## src/rtl/rtm_pkg.sv

```systemverilog
package rtm_pkg;
  typedef enum logic {
    MODE_CLEAR = 1'b0,
    MODE_MERGE = 1'b1
  } merge_mode_e;

  typedef struct packed {
    logic zero;
    logic neg;
    logic pos;
  } rec_flags_t;
endpackage

```

## src/rtl/rtm_rotator.sv

```systemverilog
module rtm_rotator #(
  parameter int XLEN  = 32,
  parameter int IDX_W = $clog2(XLEN)
) (
  input  logic [XLEN-1:0]  din,
  input  logic [IDX_W-1:0] amt,
  output logic [XLEN-1:0]  dout
);
  logic [XLEN-1:0] stage [0:IDX_W];

  assign stage[0] = din;

  for (genvar k = 0; k < IDX_W; k++) begin : g_stage
    localparam int STEP = 1 << k;
    assign stage[k+1] = amt[k]
      ? {stage[k][XLEN-1-STEP:0], stage[k][XLEN-1:XLEN-STEP]}
      : stage[k];
  end

  assign dout = stage[IDX_W];
endmodule

```

## src/rtl/rtm_maskgen.sv

```systemverilog
module rtm_maskgen #(
  parameter int XLEN  = 32,
  parameter int IDX_W = $clog2(XLEN)
) (
  input  logic [IDX_W-1:0] idx_first,
  input  logic [IDX_W-1:0] idx_last,
  output logic [XLEN-1:0]  mask
);
  logic wraps;
  assign wraps = idx_first > idx_last;

  for (genvar p = 0; p < XLEN; p++) begin : g_bit
    localparam logic [IDX_W-1:0] POS = IDX_W'(p);
    logic ge_first, le_last;
    assign ge_first = POS >= idx_first;
    assign le_last  = POS <= idx_last;
    assign mask[XLEN-1-p] = wraps ? (ge_first | le_last) : (ge_first & le_last);
  end
endmodule

```

## src/rtl/rtm_merge.sv

```systemverilog
module rtm_merge
  import rtm_pkg::*;
#(
  parameter int XLEN = 32
) (
  input  logic [XLEN-1:0] rotated,
  input  logic [XLEN-1:0] mask,
  input  logic [XLEN-1:0] target,
  input  merge_mode_e     mode,
  output logic [XLEN-1:0] merged,
  output rec_flags_t      flags
);
  logic [XLEN-1:0] keep;

  always_comb begin
    keep   = (mode == MODE_MERGE) ? (target & ~mask) : '0;
    merged = (rotated & mask) | keep;
    flags.zero = (merged == '0);
    flags.neg  = merged[XLEN-1];
    flags.pos  = ~flags.zero & ~merged[XLEN-1];
  end
endmodule

```

## src/rtl/rtm_unit.sv

```systemverilog
module rtm_unit
  import rtm_pkg::*;
#(
  parameter int XLEN    = 32,
  parameter bit REG_OUT = 1'b1,
  localparam int IDX_W  = $clog2(XLEN)
) (
  input  logic             clk,
  input  logic             rst_n,
  input  logic             in_valid,
  input  logic [XLEN-1:0]  src_word,
  input  logic [XLEN-1:0]  dst_word,
  input  logic [IDX_W-1:0] shamt_imm,
  input  logic [XLEN-1:0]  shamt_reg,
  input  logic             use_reg_shamt,
  input  logic [IDX_W-1:0] mask_begin,
  input  logic [IDX_W-1:0] mask_end,
  input  logic             insert_mode,
  output logic             out_valid,
  output logic [XLEN-1:0]  result,
  output logic             rec_zero,
  output logic             rec_neg,
  output logic             rec_pos
);
  logic [IDX_W-1:0] eff_amt;
  logic [XLEN-1:0]  rot_word, mask_word, nxt_result;
  rec_flags_t       nxt_flags;
  merge_mode_e      mode;
  logic             unused_shamt_hi;

  assign unused_shamt_hi = ^shamt_reg[XLEN-1:IDX_W];
  assign eff_amt = use_reg_shamt ? shamt_reg[IDX_W-1:0] : shamt_imm;
  assign mode    = insert_mode ? MODE_MERGE : MODE_CLEAR;

  rtm_rotator #(.XLEN(XLEN), .IDX_W(IDX_W)) u_rot (
    .din  (src_word),
    .amt  (eff_amt),
    .dout (rot_word)
  );

  rtm_maskgen #(.XLEN(XLEN), .IDX_W(IDX_W)) u_mask (
    .idx_first (mask_begin),
    .idx_last  (mask_end),
    .mask      (mask_word)
  );

  rtm_merge #(.XLEN(XLEN)) u_merge (
    .rotated (rot_word),
    .mask    (mask_word),
    .target  (dst_word),
    .mode    (mode),
    .merged  (nxt_result),
    .flags   (nxt_flags)
  );

  if (REG_OUT) begin : g_reg
    logic            rst_meta, rst_sync_n;
    logic            q_valid;
    logic [XLEN-1:0] q_result;
    rec_flags_t      q_flags;

    always_ff @(posedge clk or negedge rst_n) begin
      if (!rst_n) begin
        rst_meta   <= 1'b0;
        rst_sync_n <= 1'b0;
      end else begin
        rst_meta   <= 1'b1;
        rst_sync_n <= rst_meta;
      end
    end

    always_ff @(posedge clk or negedge rst_sync_n) begin
      if (!rst_sync_n) begin
        q_valid  <= 1'b0;
        q_result <= '0;
        q_flags  <= '0;
      end else begin
        q_valid <= in_valid;
        if (in_valid) begin
          q_result <= nxt_result;
          q_flags  <= nxt_flags;
        end
      end
    end

    assign out_valid = q_valid;
    assign result    = q_result;
    assign rec_zero  = q_flags.zero;
    assign rec_neg   = q_flags.neg;
    assign rec_pos   = q_flags.pos;
  end else begin : g_comb
    logic unused_clk;
    assign unused_clk = clk ^ rst_n;
    assign out_valid  = in_valid;
    assign result     = nxt_result;
    assign rec_zero   = nxt_flags.zero;
    assign rec_neg    = nxt_flags.neg;
    assign rec_pos    = nxt_flags.pos;
  end
endmodule

```

## config.mk

```make
export PLATFORM = sky130hd
export DESIGN_NAME = rtm_unit
export DESIGN_NICKNAME = d
export VERILOG_FILES = /design/src/rtl/rtm_pkg.sv /design/src/rtl/rtm_rotator.sv /design/src/rtl/rtm_maskgen.sv /design/src/rtl/rtm_merge.sv /design/src/rtl/rtm_unit.sv
export SDC_FILE = /design/constraint.sdc
export NUM_CORES = 1
export LEC_CHECK = 0
export ABC_AREA = 1
export BUFFER_PORTS_ARGS = -buffer_cell sky130_fd_sc_hd__buf_2
export CORE_MARGIN = 5
export CORE_UTILIZATION = 30
export CTS_BUF_LIST = sky130_fd_sc_hd__clkbuf_2
export DETAILED_ROUTE_END_ITERATION = 16
export GPL_TIMING_DRIVEN = 0
export SLEW_MARGIN = 20
export SYNTH_ARGS = -nofsm -noshare
export SYNTH_HDL_FRONTEND = slang
export SYNTH_HIERARCHICAL = 1
export SYNTH_SLANG_ARGS = --single-unit
```

## constraint.sdc

```tcl
create_clock -name clk -period 3.21 [get_ports clk]
set_input_delay 0.4815 -clock clk [delete_from_list [all_inputs] [get_ports clk]]
set_output_delay 0.4815 -clock clk [all_outputs]
set_load 0.02 [all_outputs]
```

# == Word level (Yosys, flattened, before mapping) ==
# Index checks and enable logic that the tools add are counted.
# W data, S select, Z words.
# totals
regBits,38
in_bits,116
out_inout_bits,36
word_cells,184
# op_classes
n_lt_le_gt_ge,65
n_mux,40
bitwise,71
n_reduce_logical,1
# ops
operator,count
$mux W32,6
$ge A5 B5 Y1 const A,16
$le A5 B5 Y1 const A,16
$and A32 B32 Y32,2
$ge A4 B5 Y1 const A,8
$le A4 B5 Y1 const A,8
$and A1 B1 Y1,33
$mux W1,33
$logic_not A32 Y1,1
$not A32 Y32,1
$or A1 B1 Y1,32
$or A32 B32 Y32,1
$ge A3 B5 Y1 const A,4
$le A3 B5 Y1 const A,4
$ge A1 B5 Y1 const A,2
$ge A2 B5 Y1 const A,2
$le A1 B5 Y1 const A,2
$le A2 B5 Y1 const A,2
$gt A5 B5 Y1,1
$mux W5,1
$not A1 Y1,2

# == Depth between registers and ports, before layout ==
# Gate-level depths: netlist of the first run.
# depth
word_depth,11
mapped_depth,22

# == Cells and area by module ==
# The synthesis of the first run kept the hierarchy.
# modules_own_cells
mod,instances,cells_each,area_per_inst_um2,seq_area_each_um2
rtm_rotator,1,392,2217.1,0.0
rtm_unit,1,168,1525.2,950.9
rtm_maskgen,1,294,1375.1,0.0
rtm_merge,1,246,974.7,0.0

# == Worst setup path before layout of the first run ==
# OpenSTA, ideal clock, no wires.
# synth_timing
path_kind,input -> register
from,in mask_end[2]
to,"reg g_reg.q_flags, in the netlist rec_zero"
t_arrival_ns,2.398
t_required_ns,3.145
setup_slack_ns,0.747
path_stages,18
n_path_buf,2
path_cell_list,buf_2 > inv_2 > ha_1 > nand2_1 > nor2_1 > nand2_1 > clkbuf_1 > nand3_1 > nand2_1 > inv_1 > o21ai_0 > nand2_1 > nor2_1 > nand2_1 > nor2_1 > and2_1 > nand2_1 > nand2_1
# synth_rtl
element,line_no,rtl
from (decl),rtm_unit.sv:17,"input logic [IDX_W-1:0] mask_end,"
to (signal assigned),rtm_unit.sv:81,q_flags <= nxt_flags;
to (decl),rtm_unit.sv:60,rec_flags_t q_flags;

==> results.cfg, run 1 <==
[worst_setup_path]
worstSetupStartpointType = input pin
crit_chain = buf_2 > buf_4 > inv_1 > ha_1 > nand2_1 > nor2_1 > nand2_1 > clkbuf_1 > nand3_1 > nand2_1 > inv_1 > o21ai_0 > nand2_1 > nor2_1 > nand2_1 > nor2_1 > and2_1 > nand2_1 > nand2_1
r2r_setup_slack_ns = 2.55
end_kind = flop
critPathMaxFanout = 10
critPathTopFamily = simple AND/OR/NAND/NOR gates
path_buf_inv = 5
path_common_cell = nand2_1
crit_type = in2reg
cp.arrival_ns = 3.03
critPathMaxStageDelay_ns = 0.48
slowest_stage = clkbuf_1
worst_ep_required_time_ns = 3.54

[place]
gp_congestion = 0.980
io_buffers = 122
hpwlAfterDp_mm = 19.5

[synthesis]
synth.distinct_cells = 31
synth_compound_area_share_pct = 3.02
synthMuxAreaShare_pct = 0
synth_edf_count = 0
synthCells = 1100
seq_area_frac_synth_pct = 15.6
synth_area_um2 = 6090
yosys.area_share.simple_pct = 65.4
ys_ff_latch = 38
avgSynthCellArea_um2 = 5.54
ys.warnings.count = 6
synthArstFlopShare_pct = 100
synth_nets = 1221
synth_top_family_by_area = simple AND/OR/NAND/NOR gates
synth_fa_ha_area_share_pct = 1.03
synth_ff_type = dfrtp_1
synth_xor_area_share_pct = 0

[timing]
finalSetupTns_ns = 0
whs_ns = 0.212
worst_pin_slew_ns = 0.605
slew_viol_final = 0
rsz0062_at_grt = no
fin_crit_sh_pct = 84.2
slew_headroom_pct = 59.7
setup_viol = 0
clock_skew_ns = 0.0116
finalHoldViolations = 0
fmax_mhz = 370
timing.final.crit_period_ns = 2.70

[global_routing]
grt_max_degree = 21
grt_pass1_vias = 6998
antenna_found_initial = 0
grt_overflow = 0
track_usage_pct = 19.1
grt_first_pass_wirelength_mm = 36.6

[clocking]
cts_root_buf = clkbuf_2
clock-sinks = 38
cts_tree = done
clock_latency_ns = 0.37
path_clk_slew_ns = 0.18
cts_resized = 0
htreeDepth = 2
clk_path_buf_depth = 2
cts_buffers = 5

[die]
initial_utilization_pct = 30.3
io_pins = 152
die_w_um = 153
core_area_um2 = 20100
core.rowCount = 52
chipHeight_um = 153
dieArea_um2 = 23300

[pwr]
vdd.ir_drop.worst_uv = 152
power_leakage_nw = 4.20
power_density_nw_per_um2 = 334

[detailed_routing]
dr.pass1.iters = 5
avgRoutedWirePerCell_um = 15.5
drtIter0Drc = 707
drc = 0
vias = 7452
routed_wl_mm = 23.3
postRouteAntennaNets = 0
vias_per_cell = 4.96

[finish]
final_util_pct = 35.4
final_common_cell = nand2_1
syn2layout_area_growth_pct = 16.8
layout_common_cells = nand2_1, nand3_1, buf_2
final_nets = 1352
diodes = 0
drive_gt1_share_pct = 24.0

[run_status]
outcome = finished, final reports clean

[flow_run]
cap_violations = 0

[hold_path]
hp-class = reg2async
## per-stage QoR
stage	worst slack, ns	area, um2	cells	power (W)
floorplan	0.747	6090	1100	0.00168
global placement	0.136	7040	1492	0.00216
detailed placement	0.131	7070	1493	0.00217
CTS	0.556	7120	1502	0.00238
global route	0.273	7120	1502	0.00259
finish	0.508	7120	1502	0.00238
## area by class of cell
type                       count  area, um2
fill                        2259      13000
multi-input combinational    883       4230
inverter                     119        464
sequential                    38        952
tap                          270        338
buffer                        60        445
timing repair buffer         124        648
clock buffer                   6       30.0
clock inverter                 2       8.76
## power breakdown
| part | internal (W) | total [W] | switching, W | leakage, nW |
|---|---|---|---|---|
| Combinational | 0.000514 | 0.00156 | 0.00104 | 3.71 |
| Clock | 0.0000537 | 0.000202 | 0.000148 | 0.0304 |
| Sequential | 0.000563 | 0.000621 | 0.0000577 | 0.469 |
| Total | 0.00113 | 0.00238 | 0.00125 | 4.20 |
## repair_timing
item / 4_1_cts / 5_1_grt
endpoints found under the hold margin: 2 / 0
buffers inserted: 0 / 0
hold buffers: 1 / 0
## metal layers
metal  vias up  track usage [%]  routed length [um]  part of all wire (%)
met4         0             5.22                 584                   2.5
met3        46             1.48                1400                   6.0
li1       3753                -                   -                     -
met5         -                0                   0                     0
met2       312             33.0               11000                    47
met1      3341             25.8               10300                    44
## flip-flops by register name (all words and copies together), names as in the netlist
register and count:
g_reg.rst_meta 1, out_valid 1, result 32, rec_neg 1, rec_zero 1, g_reg.rst_sync_n 1
rec_pos 1
## synth_stat cells (6+ instances only)
library cell,instances,area share (%)
a21oi_1,9,0.74
buf_2,24,2.0
buf_4,12,1.5
buf_6,12,2.2
clkbuf_1,6,0.37
dfrtp_1,38,16
inv_1,107,6.6
inv_2,9,0.55
nand2_1,436,27
nand2_2,36,3.7
nand2_4,11,2.0
nand3_1,270,22
nand3_2,39,6.4
nor2_1,38,2.3
nor2_2,7,0.72
o21ai_0,7,0.58
o21ai_1,9,0.74
## cell families (layout without fill, tap and decap cells)
family,after synthesis,in the layout
and+or+nand+nor,845,845
buffers and inverters,179,311
DFF,38,38
AOI/OAI and AO/OA,32,32
adders and majority gates,5,5
other,1,1
## path summary, 6_finish.rpt
path / start / to / cells after the start
max in group asynchronous: g_reg.rst_sync_n / result[3] / 1
worst min register to register: g_reg.rst_sync_n / result[22] / 0
worst max register to register: g_reg.rst_sync_n / result[3] / 1
min in group clk: in_valid / out_valid / 1
worst max-delay path: mask_end[3] / rec_zero / 19
worst min-delay path: g_reg.rst_sync_n / result[22] / 0
(Power assumes the default switching activity.)
==> run 2: changes to the inputs <==
- clock period: 3.21 -> 2.42 ns (I/O delays scaled with it)
==> run 2 against run 1 <==
Effect of this change:
- sequential share of layout area decreased by 0.31 points
- count of clock-buffer cells in the layout unchanged
- highest routed layer unchanged
- utilization increased by 0.84 points
- combinational power increased by 36%
- flip-flop and latch count unchanged
- register-to-register slack got worse by 0.79 ns
- via count increased by 1.3%
==> results.cfg, run 2 (same netlist as run 1, synthesis figures left out) <==
[timing]
clock_skew_ns = 0.0115
rsz0062_at_grt = no
slew_viol_final = 0
worst_pin_slew_ns = 0.552
timing.final.ws_setup_ns = 0.164
finalHoldViolations = 0
setup_viol = 0
fin_crit_sh_pct = 93.2
slew_headroom_pct = 63.2
fmax_mhz = 443
timing.final.crit_period_ns = 2.26

[die]
dieArea_um2 = 23300
io_pins = 152
core.rowCount = 52
core_area_um2 = 20100
die_w_um = 153
chipHeight_um = 153
initial_utilization_pct = 30.3

[place]
placed_cell_area_um2 = 7070
place_ws_ns = -0.541
gp_congestion = 0.980
io_buffers = 122
hpwlAfterDp_mm = 19.5

[clocking]
path_clk_slew_ns = 0.18
cts_root_buf = clkbuf_2
cts_buffers = 5
cts_tree = done
clock_latency_ns = 0.37
clk_path_buf_depth = 2
htreeDepth = 2
clock-sinks = 38

[global_routing]
grt_overflow = 0
antenna_found_initial = 0
grt_first_pass_wirelength_mm = 36.6
track_usage_pct = 19.1
grt_max_degree = 21
grt_pass1_vias = 6998

[worst_setup_path]
end_kind = flop
worst_ep_required_time_ns = 2.75
critPathMaxFanout = 10
crit_type = in2reg
worstSetupStartpointType = input pin
cp.arrival_ns = 2.58

[finish]
drive_gt1_share_pct = 26.3
design_area_um2 = 7290
layout_common_cells = nand2_1, nand3_1, buf_2
final_common_cell = nand2_1
diodes = 0
final_nets = 1355
largest_register_ffs = 32
syn2layout_area_growth_pct = 19.6

[detailed_routing]
vias = 7551
routed_wl_mm = 23.4
drc = 0
vias_per_cell = 5.02
drtIter0Drc = 602
dr.pass1.iters = 5
avgRoutedWirePerCell_um = 15.5
postRouteAntennaNets = 0

[pwr]
vdd.ir_drop.worst_uv = 202
power_leakage_nw = 4.27
power_density_nw_per_um2 = 441

[hold_path]
hp-class = in2reg

[flow_run]
cap_violations = 0

[run_status]
outcome = finished, final reports clean
## run 2: where the power goes
group          total (W)  switching, W  leakage, nW  internal, W
Sequential      0.000823     0.0000765        0.469     0.000747
Combinational    0.00212       0.00141         3.77     0.000715
Clock           0.000268      0.000197       0.0304    0.0000713
Total            0.00321       0.00168         4.27      0.00153
## run 2: final cells by class
cell class | count | area, um2
tap | 270 | 338
inverter | 119 | 467
clock inverter | 2 | 8.76
timing repair buffer | 127 | 673
buffer | 60 | 499
multi-input combinational | 883 | 4320
fill | 2235 | 12800
clock buffer | 6 | 30.0
sequential | 38 | 952
## run 2: repair_timing
action | 4_1_cts | 5_1_grt
pin swaps | 0 | 2
hold buffers | 1 | 0
setup buffers | 0 | 3
resized for setup | 3 | 48
endpoints found under the setup margin | 2 | 2
endpoints found under the hold margin | 2 | 0
## run 2: path summary, 6_finish.rpt
| kind | start | end | slack (ns) | cells past startpoint |
|---|---|---|---|---|
| setup / recovery | use_reg_shamt | rec_zero | 0.16 | 23 |
| hold reg to reg | g_reg.rst_sync_n | result[22] | 0.21 | 0 |
| max in group asynchronous | g_reg.rst_sync_n | result[3] | 1.76 | 1 |
| min in group asynchronous | g_reg.rst_sync_n | result[22] | 0.21 | 0 |
| setup reg to reg | g_reg.rst_sync_n | result[3] | 1.76 | 1 |
| hold / removal | in_valid | out_valid | 0.11 | 1 |
## run 2: metal layers
metal	vias to the layer above	GRT usage, %	wire [um]
met1	3402	25.8	10300
met2	334	33.0	11000
li1	3762	-	-
met5	-	0	0
met3	53	1.48	1370
met4	0	5.22	665
## run 2: metrics by stage
step	std cells	utilization [%]	hold slack, ns	total power, W	TNS [ns]
6_report	1505	36.2	0.111	0.00321	0
5_1_grt	1505	36.2	0.0646	0.00349	0
4_1_cts	1502	35.4	0.0742	0.00315	0
3_5_place_dp	1493	35.2	0.151	0.00287	-2.15
3_3_place_gp	1492	35.0	0.149	0.00286	-2.11
2_1_floorplan	1100	-	0.0674	0.00222	0
## run 2: worst max-delay path: stages
cell and delay [ns]:
buf_2 0.14, inv_2 0.09, nand2_1 0.05, nand2_1 0.07
buf_6 0.14, inv_8 0.05, buf_8 0.14, nand2_2 0.07
nand3_1 0.10, nand3_1 0.14, nand3_1 0.11, nand3_1 0.10
nand2_1 0.07, inv_1 0.11, nand2_1 0.06, nand2_1 0.14
nand2_1 0.08, nor2_1 0.10, nand2_1 0.07, nor2_2 0.13
and2_1 0.14, nand2_1 0.06, nand2_1 0.06
==> run 3: changes to the inputs <==
- CORE_ASPECT_RATIO: default -> 0.5
==> run 3 against run 2 <==
Effect of this change:
- cell area fell by 1.3%
- critical path depth decreased by 3
- cell count down 0.40%
- via count shrank 0.48%
- register-to-register slack improved by 0.02 ns
- die area grew 0.75%
- combinational power hardly changed
- first-iteration DRC count is 13% higher
- non-clock buffer count shrank 2
- maximum frequency fell by 2.1%
- count of clock-buffer cells in the layout shrank 1
- clock skew up 0.0043 ns
==> results.cfg, run 3 (same netlist as run 1, synthesis figures left out) <==
[pwr]
clockPowerShare_pct = 8.9
internal_power_w = 0.00152
seq_power_share_pct = 25.2
power_switching_w = 0.00172
finalPower_w = 0.00324
power_leakage_nw = 4.23
power_density_nw_per_um2 = 450
sw_frac_of_total_pct = 53.2
p_comb_share_pct = 65.9
vdd.ir_drop.worst_uv = 207

[worst_setup_path]
crit_type = in2reg
critPathTopFamily = simple AND/OR/NAND/NOR gates
critPathMaxStageDelay_ns = 0.26
worstSetupStartpointType = input pin
critPathMaxFanout = 10
crit_chain = buf_2 > buf_8 > inv_1 > ha_1 > nand2_1 > nor2_2 > nand2_1 > nand3_4 > clkbuf_4 > nand3_1 > nand2_1 > inv_1 > o21ai_2 > nand2_1 > nor2_1 > nand2_1 > nor2_2 > and2_1 > nand2_1 > nand2_1
path_buf_inv = 5
r2r-start = result[19]
worst_ep_required_time_ns = 2.79
critPathLaunch = mask_end[3]
cp.arrival_ns = 2.67
path_common_cell = nand2_1
slowest_stage = ha_1
end_kind = flop

[timing]
setup_viol = 0
fin_crit_sh_pct = 95.2
fmax_mhz = 434
slew_viol_final = 0
clock_skew_ns = 0.0158
timing.final.crit_period_ns = 2.30
finalHoldViolations = 0
slew_headroom_pct = 62.1
worst_pin_slew_ns = 0.568

[global_routing]
track_usage_pct = 20.7
grt_max_degree = 30
antenna_found_initial = 0
grt_overflow = 0
grt_pass1_vias = 7109
use_met2_pct = 31.2
grt.met1_usage_pct = 31.6
grt_first_pass_wirelength_mm = 39.4
met3_usage_pct = 3.70
busiest_layer = met1

[die]
core.rowCount = 36
die_w_um = 212
dieArea_um2 = 23400
core_area_um2 = 19700
initial_utilization_pct = 30.9
chipHeight_um = 111
io_pins = 152

[clocking]
cts_tree = done
clk_path_buf_depth = 2
cts_buffers = 5
cts_root_buf = clkbuf_2
clock_latency_ns = 0.40
path_clk_slew_ns = 0.20
clock-sinks = 38
htreeDepth = 2

[finish]
largest_register_ffs = 32
drive_gt1_share_pct = 25.2
diodes = 0
design_area_um2 = 7200
register_area_um2 = 952
syn2layout_area_growth_pct = 18.1
layout_common_cells = nand2_1, nand3_1, buf_2
final_common_cell = nand2_1
fill_cells = 2271
multi_input_area_um2 = 4270
final_nets = 1353

[flow_run]
cap_violations = 0

[place]
placed_cell_area_um2 = 7060
gp_congestion = 0.958
io_buffers = 122
hpwlAfterDp_mm = 21.2

[detailed_routing]
vias = 7515
routed_wl_mm = 25.0
drtIter0Drc = 683
dr.pass1.iters = 5
postRouteAntennaNets = 0
drc = 0
avgRoutedWirePerCell_um = 16.7
vias_per_cell = 5.01

[hold_path]
hp-start = in_valid
hp-class = in2reg

[run_status]
outcome = finished, final reports clean
[run 3: changes by cell type in the layout (fill, tap and decap cells not counted), moves of 2 or more]
| cell | before | now |
|---|---|---|
| inv_1 | 103 | 105 |
| inv_2 | 12 | 10 |
| clkbuf_2 | 11 | 8 |
| nand3_1 | 262 | 269 |
| buf_6 | 16 | 14 |
| nand3_2 | 46 | 39 |
| clkbuf_4 | 4 | 7 |
[run 3: what timing repair did]
action                                 CTS  global route
setup buffers                            0             1
gates resized for setup                  3            33
hold buffers                             1             0
endpoints found under the hold margin    2             0
pin swaps                                0             2
setup endpoints to repair                2             2
cloned                                   0             0
[run 3: worst register-to-register path, stage by stage (launching register included)]
cell and delay [ns]:
dfrtp_1 0.45, nand2_1 0.08, nand2_1 0.04
[run 3: final cells by class]
class / count / area share [%]
clock buffer: 5 / 0.348
clock inverter: 3 / 0.226
tap: 266 / 4.63
sequential: 38 / 13.2
multi-input combinational: 883 / 59.3
buffer: 60 / 6.80
timing repair buffer: 125 / 9.01
inverter: 119 / 6.49
[run 3: final timing paths]
kind / to / slack (ns) / depth (start not counted)
setup reg to reg: result[19] / 1.78 / 2
min in group asynchronous: result[22] / 0.11 / 0
hold reg to reg: result[22] / 0.11 / 0
max in group asynchronous: result[9] / 1.87 / 1
hold / removal: out_valid / 0.08 / 1
setup / recovery: rec_zero / 0.12 / 20
[run 3: through the flow]
step	instances	setup WS [ns]	hold WS, ns	utilization, %	TNS [ns]
after floorplan	1100	0.0752	0.0674	-	0
after global placement	1488	-0.650	0.148	35.7	-2.93
after detailed placement	1489	-0.640	0.110	35.9	-3.03
after CTS	1498	0.00131	0.0539	36.1	0
after global routing	1499	-0.0113	0.0285	36.6	-0.0113
final	1499	0.116	0.0799	36.6	0
[run 3: power by group through the flow]
stage | registers [W] | clock network (W) | logic, W
6_report | 0.000815 | 0.000287 | 0.00214
3_5_place_dp | 0.000829 | 0 | 0.00208
4_1_cts | 0.000817 | 0.000299 | 0.00209
5_1_grt | 0.000831 | 0.000324 | 0.00237
2_1_floorplan | 0.000969 | 0 | 0.00126
3_3_place_gp | 0.000834 | 0 | 0.00206
[run 3: layer usage]
layer	wire, um	vias up	part of all wire, %
met2	10600	325	42
met1	12300	3413	49
met4	264	0	1.1
li1	-	3759	-
met5	0	-	0
met3	1870	18	7.5
